==> src/rtl/svc_seq_pkg.sv <==
package svc_seq_pkg;
  localparam int unsigned DW        = 16;
  localparam int unsigned PRIV_BIT  = 15;
  localparam int unsigned PL_LSB    = 8;
  localparam int unsigned PL_W      = 3;
  localparam logic [3:0]  OP_TRAP   = 4'hF;
  localparam logic [3:0]  OP_RET    = 4'h8;

  typedef enum logic [2:0] {
    ST_IDLE,
    ST_PUSH_PSR,
    ST_PUSH_PC,
    ST_FETCH,
    ST_LOAD,
    ST_POP_PC,
    ST_POP_PSR,
    ST_RET_END
  } seq_state_e;
endpackage

==> src/rtl/svc_decode.sv <==
module svc_decode
  import svc_seq_pkg::*;
(
  input  logic          idle_i,
  input  logic          user_i,
  input  logic          instr_valid_i,
  input  logic [DW-1:0] instr_i,
  input  logic          irq_req_i,
  output logic          start_irq_o,
  output logic          start_trap_o,
  output logic          start_ret_o,
  output logic          viol_o
);
  logic trap_hit, ret_hit, instr_slot;

  assign trap_hit   = instr_valid_i && instr_i[15:12] == OP_TRAP && instr_i[11:8] == 4'h0;
  assign ret_hit    = instr_valid_i && instr_i[15:12] == OP_RET  && instr_i[11:0] == 12'h000;
  // interrupt takes the slot ahead of any instruction
  assign instr_slot = idle_i && !irq_req_i;

  assign start_irq_o  = idle_i && irq_req_i;
  assign start_trap_o = instr_slot && trap_hit;
  assign start_ret_o  = instr_slot && ret_hit && !user_i;
  assign viol_o       = instr_slot && ret_hit && user_i;

  always_comb begin
    assert (!(start_irq_o && (start_trap_o || start_ret_o || viol_o)))
      else $error("assert_single_start_R11");
  end
endmodule

==> src/rtl/svc_vec_addr.sv <==
module svc_vec_addr
  import svc_seq_pkg::*;
#(
  parameter int unsigned      VW        = 8,
  parameter logic [DW-1:0]    TRAP_BASE = 16'h0000,
  parameter logic [DW-1:0]    IRQ_BASE  = 16'h0100
) (
  input  logic          is_irq_i,
  input  logic [VW-1:0] vec_i,
  output logic [DW-1:0] addr_o
);
  localparam int unsigned PADW = DW - VW;
  logic [DW-1:0] vec_ext;

  assign vec_ext = {{PADW{1'b0}}, vec_i};
  assign addr_o  = (is_irq_i ? IRQ_BASE : TRAP_BASE) + vec_ext;
endmodule

==> src/rtl/svc_seq.sv <==
module svc_seq
  import svc_seq_pkg::*;
#(
  parameter int unsigned   VW        = 8,
  parameter logic [15:0]   TRAP_BASE = 16'h0000,
  parameter logic [15:0]   IRQ_BASE  = 16'h0100,
  parameter logic [15:0]   RST_PC    = 16'h3000,
  parameter logic [15:0]   RST_SSP   = 16'h0300,
  parameter logic [15:0]   RST_USP   = 16'h4000
) (
  input  logic          clk_i,
  input  logic          rst_ni,
  input  logic          instr_valid_i,
  input  logic [15:0]   instr_i,
  input  logic          irq_req_i,
  input  logic [VW-1:0] irq_vec_i,
  input  logic [2:0]    irq_prio_i,
  output logic          mem_req_o,
  output logic          mem_we_o,
  output logic [15:0]   mem_addr_o,
  output logic [15:0]   mem_wdata_o,
  input  logic [15:0]   mem_rdata_i,
  output logic [15:0]   psr_o,
  output logic [15:0]   pc_o,
  output logic [15:0]   sp_o,
  output logic [15:0]   saved_ssp_o,
  output logic [15:0]   saved_usp_o,
  output logic          busy_o,
  output logic          done_o,
  output logic          priv_viol_o
);
  seq_state_e    state_q;
  logic [DW-1:0] psr_q, pc_q, sp_q, ssp_q, usp_q, old_psr_q;
  logic [VW-1:0] vec_q;
  logic          is_irq_q, done_q, viol_q;
  logic          start_irq, start_trap, start_ret, viol;
  logic [DW-1:0] vec_addr;

  svc_decode u_decode (
    .idle_i        (state_q == ST_IDLE),
    .user_i        (psr_q[PRIV_BIT]),
    .instr_valid_i (instr_valid_i),
    .instr_i       (instr_i),
    .irq_req_i     (irq_req_i),
    .start_irq_o   (start_irq),
    .start_trap_o  (start_trap),
    .start_ret_o   (start_ret),
    .viol_o        (viol)
  );

  svc_vec_addr #(
    .VW        (VW),
    .TRAP_BASE (TRAP_BASE),
    .IRQ_BASE  (IRQ_BASE)
  ) u_vec_addr (
    .is_irq_i (is_irq_q),
    .vec_i    (vec_q),
    .addr_o   (vec_addr)
  );

  always_comb begin
    mem_req_o   = 1'b0;
    mem_we_o    = 1'b0;
    mem_addr_o  = sp_q;
    mem_wdata_o = '0;
    unique case (state_q)
      ST_PUSH_PSR: begin
        mem_req_o = 1'b1; mem_we_o = 1'b1;
        mem_addr_o = sp_q - 16'd1; mem_wdata_o = old_psr_q;
      end
      ST_PUSH_PC: begin
        mem_req_o = 1'b1; mem_we_o = 1'b1;
        mem_addr_o = sp_q - 16'd1; mem_wdata_o = pc_q;
      end
      ST_FETCH: begin
        mem_req_o = 1'b1; mem_addr_o = vec_addr;
      end
      ST_POP_PC, ST_POP_PSR: mem_req_o = 1'b1;
      default: ;
    endcase
  end

  always_ff @(posedge clk_i or negedge rst_ni) begin
    if (!rst_ni) begin
      state_q   <= ST_IDLE;
      psr_q     <= '0;
      pc_q      <= RST_PC;
      sp_q      <= RST_SSP;
      ssp_q     <= RST_SSP;
      usp_q     <= RST_USP;
      old_psr_q <= '0;
      vec_q     <= '0;
      is_irq_q  <= 1'b0;
      done_q    <= 1'b0;
      viol_q    <= 1'b0;
    end else begin
      done_q <= 1'b0;
      viol_q <= 1'b0;
      unique case (state_q)
        ST_IDLE: begin
          if (start_irq || start_trap) begin
            old_psr_q        <= psr_q;
            is_irq_q         <= start_irq;
            vec_q            <= start_irq ? irq_vec_i : instr_i[VW-1:0];
            psr_q[PRIV_BIT]  <= 1'b0;
            if (start_irq) psr_q[PL_LSB +: PL_W] <= irq_prio_i;
            if (psr_q[PRIV_BIT]) begin
              usp_q <= sp_q;
              sp_q  <= ssp_q;
            end
            state_q <= ST_PUSH_PSR;
          end else if (start_ret) begin
            state_q <= ST_POP_PC;
          end
          if (viol) viol_q <= 1'b1;
        end
        ST_PUSH_PSR: begin sp_q <= sp_q - 16'd1; state_q <= ST_PUSH_PC; end
        ST_PUSH_PC:  begin sp_q <= sp_q - 16'd1; state_q <= ST_FETCH;   end
        ST_FETCH:    state_q <= ST_LOAD;
        ST_LOAD: begin
          pc_q    <= mem_rdata_i;
          done_q  <= 1'b1;
          state_q <= ST_IDLE;
        end
        ST_POP_PC:   begin sp_q <= sp_q + 16'd1; state_q <= ST_POP_PSR; end
        ST_POP_PSR: begin
          pc_q    <= mem_rdata_i;
          sp_q    <= sp_q + 16'd1;
          state_q <= ST_RET_END;
        end
        ST_RET_END: begin
          psr_q <= mem_rdata_i;
          if (mem_rdata_i[PRIV_BIT]) begin
            ssp_q <= sp_q;
            sp_q  <= usp_q;
          end
          done_q  <= 1'b1;
          state_q <= ST_IDLE;
        end
        default: state_q <= ST_IDLE;
      endcase
    end
  end

  assign psr_o       = psr_q;
  assign pc_o        = pc_q;
  assign sp_o        = sp_q;
  assign saved_ssp_o = ssp_q;
  assign saved_usp_o = usp_q;
  assign busy_o      = state_q != ST_IDLE;
  assign done_o      = done_q;
  assign priv_viol_o = viol_q;

  assert_push_order_R3: assert property (@(posedge clk_i) disable iff (!rst_ni)
    (state_q == ST_PUSH_PSR) |=> (mem_we_o && mem_wdata_o == $past(pc_q) &&
                                  mem_addr_o == $past(mem_addr_o) - 16'd1))
    else $error("assert_push_order_R3");

  assert_entry_super_R6: assert property (@(posedge clk_i) disable iff (!rst_ni)
    (state_q == ST_PUSH_PSR) |-> !psr_q[PRIV_BIT])
    else $error("assert_entry_super_R6");

  assert_user_swap_R7: assert property (@(posedge clk_i) disable iff (!rst_ni)
    (state_q == ST_PUSH_PSR && old_psr_q[PRIV_BIT]) |-> (sp_q == ssp_q))
    else $error("assert_user_swap_R7");

  assert_viol_frozen_R10: assert property (@(posedge clk_i) disable iff (!rst_ni)
    priv_viol_o |-> ($stable(psr_q) && $stable(sp_q) && $stable(pc_q) && !busy_o && !mem_req_o))
    else $error("assert_viol_frozen_R10");

  assert_done_pulse_R12: assert property (@(posedge clk_i) disable iff (!rst_ni)
    done_o |=> !done_o)
    else $error("assert_done_pulse_R12");

  assert_ret_no_write_R8: assert property (@(posedge clk_i) disable iff (!rst_ni)
    (state_q == ST_POP_PC || state_q == ST_POP_PSR) |-> (mem_req_o && !mem_we_o))
    else $error("assert_ret_no_write_R8");
endmodule

==> config.mk <==
export PLATFORM = sky130hd
export DESIGN_NAME = svc_seq
export DESIGN_NICKNAME = d
export VERILOG_FILES = /design/src/rtl/svc_seq_pkg.sv /design/src/rtl/svc_decode.sv /design/src/rtl/svc_vec_addr.sv /design/src/rtl/svc_seq.sv
export SDC_FILE = /design/constraint.sdc
export NUM_CORES = 1
export LEC_CHECK = 0
export BUFFER_PORTS_ARGS = -buffer_cell sky130_fd_sc_hd__buf_2
export CAP_MARGIN = 25
export CORE_MARGIN = 2
export CORE_UTILIZATION = 36
export CTS_BUF_LIST = sky130_fd_sc_hd__clkbuf_16
export DETAILED_ROUTE_END_ITERATION = 8
export PLACE_DENSITY = 0.69
export SETUP_SLACK_MARGIN = 0.2
export SLEW_MARGIN = 40
export SYNTH_ARGS = -nofsm -noshare
export SYNTH_HDL_FRONTEND = slang
export SYNTH_SLANG_ARGS = --single-unit
==> constraint.sdc <==
create_clock -name clk_i -period 6.4 [get_ports clk_i]
set_clock_uncertainty 0.05 [all_clocks]
set_input_delay 0.32 -clock clk_i [delete_from_list [all_inputs] [get_ports clk_i]]
set_output_delay 0.32 -clock clk_i [all_outputs]
set_load 0.02 [all_outputs]
## Yosys cells after proc, flatten, opt, wreduce, memory -nomap -nowiden

Cells that the tools add are included.

- $add $sub $neg: 3
- Equality and inequality tests: 14
- Muxes and demuxes: 21
- Reductions and logical operators: 30

Operators with widths:

| kind | count |
|---|---|
| $pmux 16 s2 | 2 |
| $pmux 16 s4 | 1 |
| $mux 16 | 3 |
| $pmux 3 s7 | 1 |
| $add 16x1->16 const B | 1 |
| $add 16x8->16 | 1 |
| $sub 16x1->16 const B | 1 |
| $eq 3x3->1 const B | 4 |
| $logic_not 12->1 | 1 |
| $mux 3 | 4 |
| $logic_and 1x1->1 | 10 |
| $mux 9 | 1 |
| $eq 4x4->1 const B | 2 |
| $mux 8 | 1 |
| $ne 2x2->1 const B | 4 |
| $reduce_or 2->1 | 4 |
| $eq 3x2->1 const B | 2 |
| $mux 1 | 6 |
| $pmux 3 s2 | 1 |
| $reduce_and 2->1 | 3 |
| $reduce_and 3->1 | 2 |
| $reduce_or 5->1 | 1 |
| $logic_not 4->1 | 1 |
| $reduce_and 4->1 | 1 |
| 9 further kinds | 10 |

- Flip-flop bits (word level): 110
- Output and inout port bits: 117
- Logic and storage cells: 81

## Longest topological paths before layout

- Depth in word-level cells: 8
- Mapped depth: 9
- Mapped depth without buffers: 8

## Modules after synthesis

A second synthesis with hierarchy kept.

- Cells, all modules: 735
- Area total of the unflattened synthesis: 6,446.2 um^2

Modules (own cells, without submodules):

| module | times used | cells each | area each (um^2) |
|---|---|---|---|
| svc_seq | 1 | 706 | 6,199.7 |
| svc_vec_addr | 1 | 17 | 123.9 |
| svc_decode | 1 | 12 | 122.6 |

## Least setup slack after synthesis

OpenSTA, ideal clock, no wires.

- Path type: reg-to-output
- Start: reg sp_q[0] (netlist: sp_o[0])
- End: out mem_addr_o[14]
- Arrival: 2,348 ps
- Required time: 6,030 ps
- Path slack: 3,682 ps
- Cell stages (with the launch flop): 8
- Buffers on the path: 1
- Path through: dfrtp_1 > buf_2 > inv_1 > ha_1 > or3b_2 > nor3_1 > nand2_1 > o21ai_0

- Cells in the longest elaborated chain, start to end: 2

RTL lines:

| item | RTL line | RTL |
|---|---|---|
| start: declaration | svc_seq.sv:33 | `logic [DW-1:0] psr_q, pc_q, sp_q, ssp_q, usp_q, old_psr_q;` |
| start signal: assignment | svc_seq.sv:109 | `sp_q <= ssp_q;` |
| start signal: assignment | svc_seq.sv:128 | `sp_q <= sp_q + 16'd1;` |
| start signal: assignment | svc_seq.sv:135 | `sp_q <= usp_q;` |
| $sub 16x1->16 | svc_seq.sv:69, svc_seq.sv:73 |  |
| $pmux 16 s2 | svc_seq.sv:66 | `unique case (state_q)` |
| end: declaration | svc_seq.sv:20 | `output logic [15:0] mem_addr_o,` |

Every way passes these cells.

## Worst setup path in the final report

- Start: reg state_q[1]
- End: out mem_addr_o[11]

- Cells in the longest elaborated chain, start to end: 3

RTL lines:

| item | RTL line | RTL |
|---|---|---|
| start: declaration | svc_seq.sv:32 | `seq_state_e state_q;` |
| start signal: assignment | svc_seq.sv:85 | `state_q <= ST_IDLE;` |
| start signal: assignment | svc_seq.sv:111 | `state_q <= ST_PUSH_PSR;` |
| start signal: assignment | svc_seq.sv:113 | `state_q <= ST_POP_PC;` |
| $eq 3x2->1 or $eq 3x1->1 (tied branches) | svc_seq.sv:66 |  |
| $reduce_or 2->1 (no source line) | - |  |
| $pmux 16 s2 * | svc_seq.sv:66 |  |

Mark *: on every way between the ends. The rest lies on a longest branch, timed or not.

==> key figures <==
Die
  • DIE WIDTH: 131.1 um
  • Placement row count: 46
  • # IOs: about 160
  • DIE AREA: 0.01718 sq mm
  • Initial core utilization: 36.73%
  • Core area: 0.01583 sq mm
  • Die H: 131.1 um

Min path
  • Min-delay src: mem_rdata_i[11]
  • Hold endpoint: psr_o[11]
  • HP Class: in -> reg
  • Worst Hold Depth: 3

Final layout
  • Fin nets: 790
  • Layout Area Growth over Synthesis: 21.72%
  • Layout Cells excl Fill: 962
  • Layout cells sized above 1: 35.79%
  • Antenna diodes: 0
  • Fin area: about 0.0071 sq mm

Power and ir drop
  • Pwr per Cell Area: 603.7 mW/mm^2
  • Tot Pwr: roughly 4.3 mW
  • VDD IR max: ~0.00029 V
  • Leakage power: 3.295 nW

Routing
  • Total number of vias: 5,211
  • DRT Pass-1 Iters: 5
  • Met2 Wirelength: 8067 um
  • Number of DRC markers in iteration 0: 439
  • Met3 WL: around 1700 um
  • WL met1: 7315 um
  • Post-Route WL: 17,430 um
  • Final ANT Viol Nets: 0
  • Routed len/inst: 18.11 um
  • Vias per Instance: 5.417
  • Max layer used: met4
  • # DRC: 0

Placed design
  • Final Wtd Congestion: 0.8949
  • Placed cells: 945
  • Place WS: 3.385 ns
  • Count of buffers from port buffering: 163
  • Placed cell area: between 0.006 and 0.007 sq mm
  • Final HPWL DP: 12,080 um

Timing
  • Post-route clock period utilization: approximately 56%
  • Setup violators final: 0
  • Setup TNS: 0 ns
  • RSZ-0062 raised after global routing: no
  • Worst relative slew slack: 50.69%
  • Peak Freq: 281.1 MHz
  • Final WS setup: 2.842 ns
  • Final-report hold violation count: 0
  • Max-slew violation count: 0
  • Period minus WS final: around 3.6 ns
  • Slew @ Worst Pin: between 0.7 and 0.8 ns

Synth
  • Most instantiated cells after synthesis: dfrtp_1, nand2_1, nor2_1, mux2_2, o21ai_0
  • Netlist cell types: 60
  • Yosys warning total: 0
  • Avg Inst Size Synth: 9.530 sq um
  • Post-synth top area share: ~44%
  • Async set or reset register ratio after synthesis: 100.0%
  • Post-synth EDFFs: 0
  • Top cells by area, synth: dfrtp_1, mux2_2, nand2_1
  • Ys flop type: dfrtp_1
  • Post-synthesis cell area: 0.005813 sq mm
  • Net Count, Synth: 659
  • Dominant cell type by area after synthesis: dfrtp_1
  • Register area share after synthesis: 47.50%
  • Yosys reg bits: 110
  • Most common cell in the netlist: dfrtp_1
  • Cell count after synthesis: 610

Global route
  • Initial antenna violation count: 0
  • Pin count of the biggest net entering global routing: 66
  • GR Overflow Total: 0
  • Aggregate global-route resource usage: between 20 and 25%
  • First-pass GRT wire length: around 27,000 um
  • Number of global-route vias before repair: 4,931

Setup path
  • Worst setup path class: reg -> out
  • WP data arrival: 3.19 ns
  • CP endpoint kind: output port
  • Data required, critical path: a little over 6 ns
  • Crit start category: register
  • Reg2Reg Setup Slack: roughly 3.3 ns
  • R2r endpoint: sp_o[4]
  • Reg2Reg Depth: 7
  • Worst r2r src: state_q[1]
  • Worst-path fanout max: 21

CTS
  • Clk Latency, worst-skew pair: between 0.3 and 0.4 ns
  • Clock Root Buffer: clkbuf_16
  • CTS resizes: 0
  • Clock Pin Slew Worst Setup and Hold Paths: 0.08 ns
  • Cts hold-fix bufs: 1
  • CTS tree: built
  • Post-CTS Repair Setup Buffers: 0
  • Longest Clk Path Bufs: 2
  • Total CTS buffers: 9
  • H-Tree Depth: 3
  • Clock sinks: 110

Outcome
  • Status: finished, final reports clean

Run
  • Max-Cap Viols: 0
kinds of logic (layout without fill, tap and decap cells):
logic type               Yosys count  after routing  synth area share [%]
flip-flops                       110            110                 47.50
buffers and inverters             62            198                 4.391
multiplexers                      78             78                 14.79
adder cells (fa/ha/maj)            2              2                0.4304
AND/OR/NAND/NOR                  196            196                 15.00
AO/OA/AOI/OAI                    149            149                 15.93
XOR/XNOR                          13             13                 1.959
power breakdown:
group	switching [mW]	internal, mW	leakage, nW	total [mW]
Combinational	1.47	0.852	1.80	2.32
Clock	0.262	0.305	0.147	0.567
Sequential	0.356	1.03	1.35	1.38
Total	2.09	2.18	3.29	4.27
critical path, stage by stage (launching register included):
cell	delay (ns)
dfrtp_1	0.61
xnor2_1	0.46
clkinv_1	0.36
nand2_1	0.48
inv_1	0.35
a21o_1	0.24
nand2_1	0.06
o31ai_1	0.08
buf_2	0.18
final cells by class:
type,instances,area (sq um)
Clock inverter,7,71.32
Multi-Input combinational cell,438,2821
Inverter,11,41.29
Clock buffer,9,225.2
Fill cell,1564,8752
Timing Repair Buffer,171,884.6
Tap cell,216,270.3
Sequential cell,110,2761
worst max-delay path by stage:
stage / start / endpoint / slack, ns / depth (start not counted)
finish: state_q[1] / mem_addr_o[11] / 2.84 / 8
global route: state_q[1] / mem_addr_o[11] / 2.60 / 8
CTS: state_q[1] / mem_addr_o[11] / 2.97 / 8
detailed placement: state_q[1] / mem_addr_o[11] / 3.39 / 8
global placement: state_q[1] / mem_addr_o[11] / 3.50 / 8
floorplan: sp_o[0] / mem_addr_o[14] / 3.68 / 7
placed cells by master, fill, tap and decap left out, types with 7 or more instances in the layout:
cell       instances
mux2i_1           15
dfstp_2            7
xnor2_1           11
a21oi_1           35
clkbuf_16          9
nor3_1            15
nand2_1           72
o21ai_0           49
nor2_1            63
nand3_1            8
a22oi_1           21
nor4_1             9
buf_2            162
mux2_2            63
buf_4              7
dfrtp_1          103
inv_1             10
flip-flops by register name, summed over array words and instances, names as in the netlist:
register,flops
old_psr_q,16
pc_o,16
psr_o,16
saved_ssp_o,16
saved_usp_o,16
sp_o,16
vec_q,8
state_q,3
done_o,1
is_irq_q,1
priv_viol_o,1
through the flow:
stage / utilization, % / hold WS, ns
2_1_floorplan: - / -0.02559
3_3_place_gp: 42.64 / 0.3062
3_5_place_dp: 42.73 / 0.3033
4_1_cts: 44.66 / 0.1051
5_1_grt: 44.70 / 0.1264
6_report: 44.70 / 0.1107
metal layers:
metal	up-vias	track usage, %
met5	-	0
met4	0	6.696
met3	28	6.006
met2	265	33.34
met1	2479	27.13
li1	2439	-
Power figures use the tool's default switching activity.
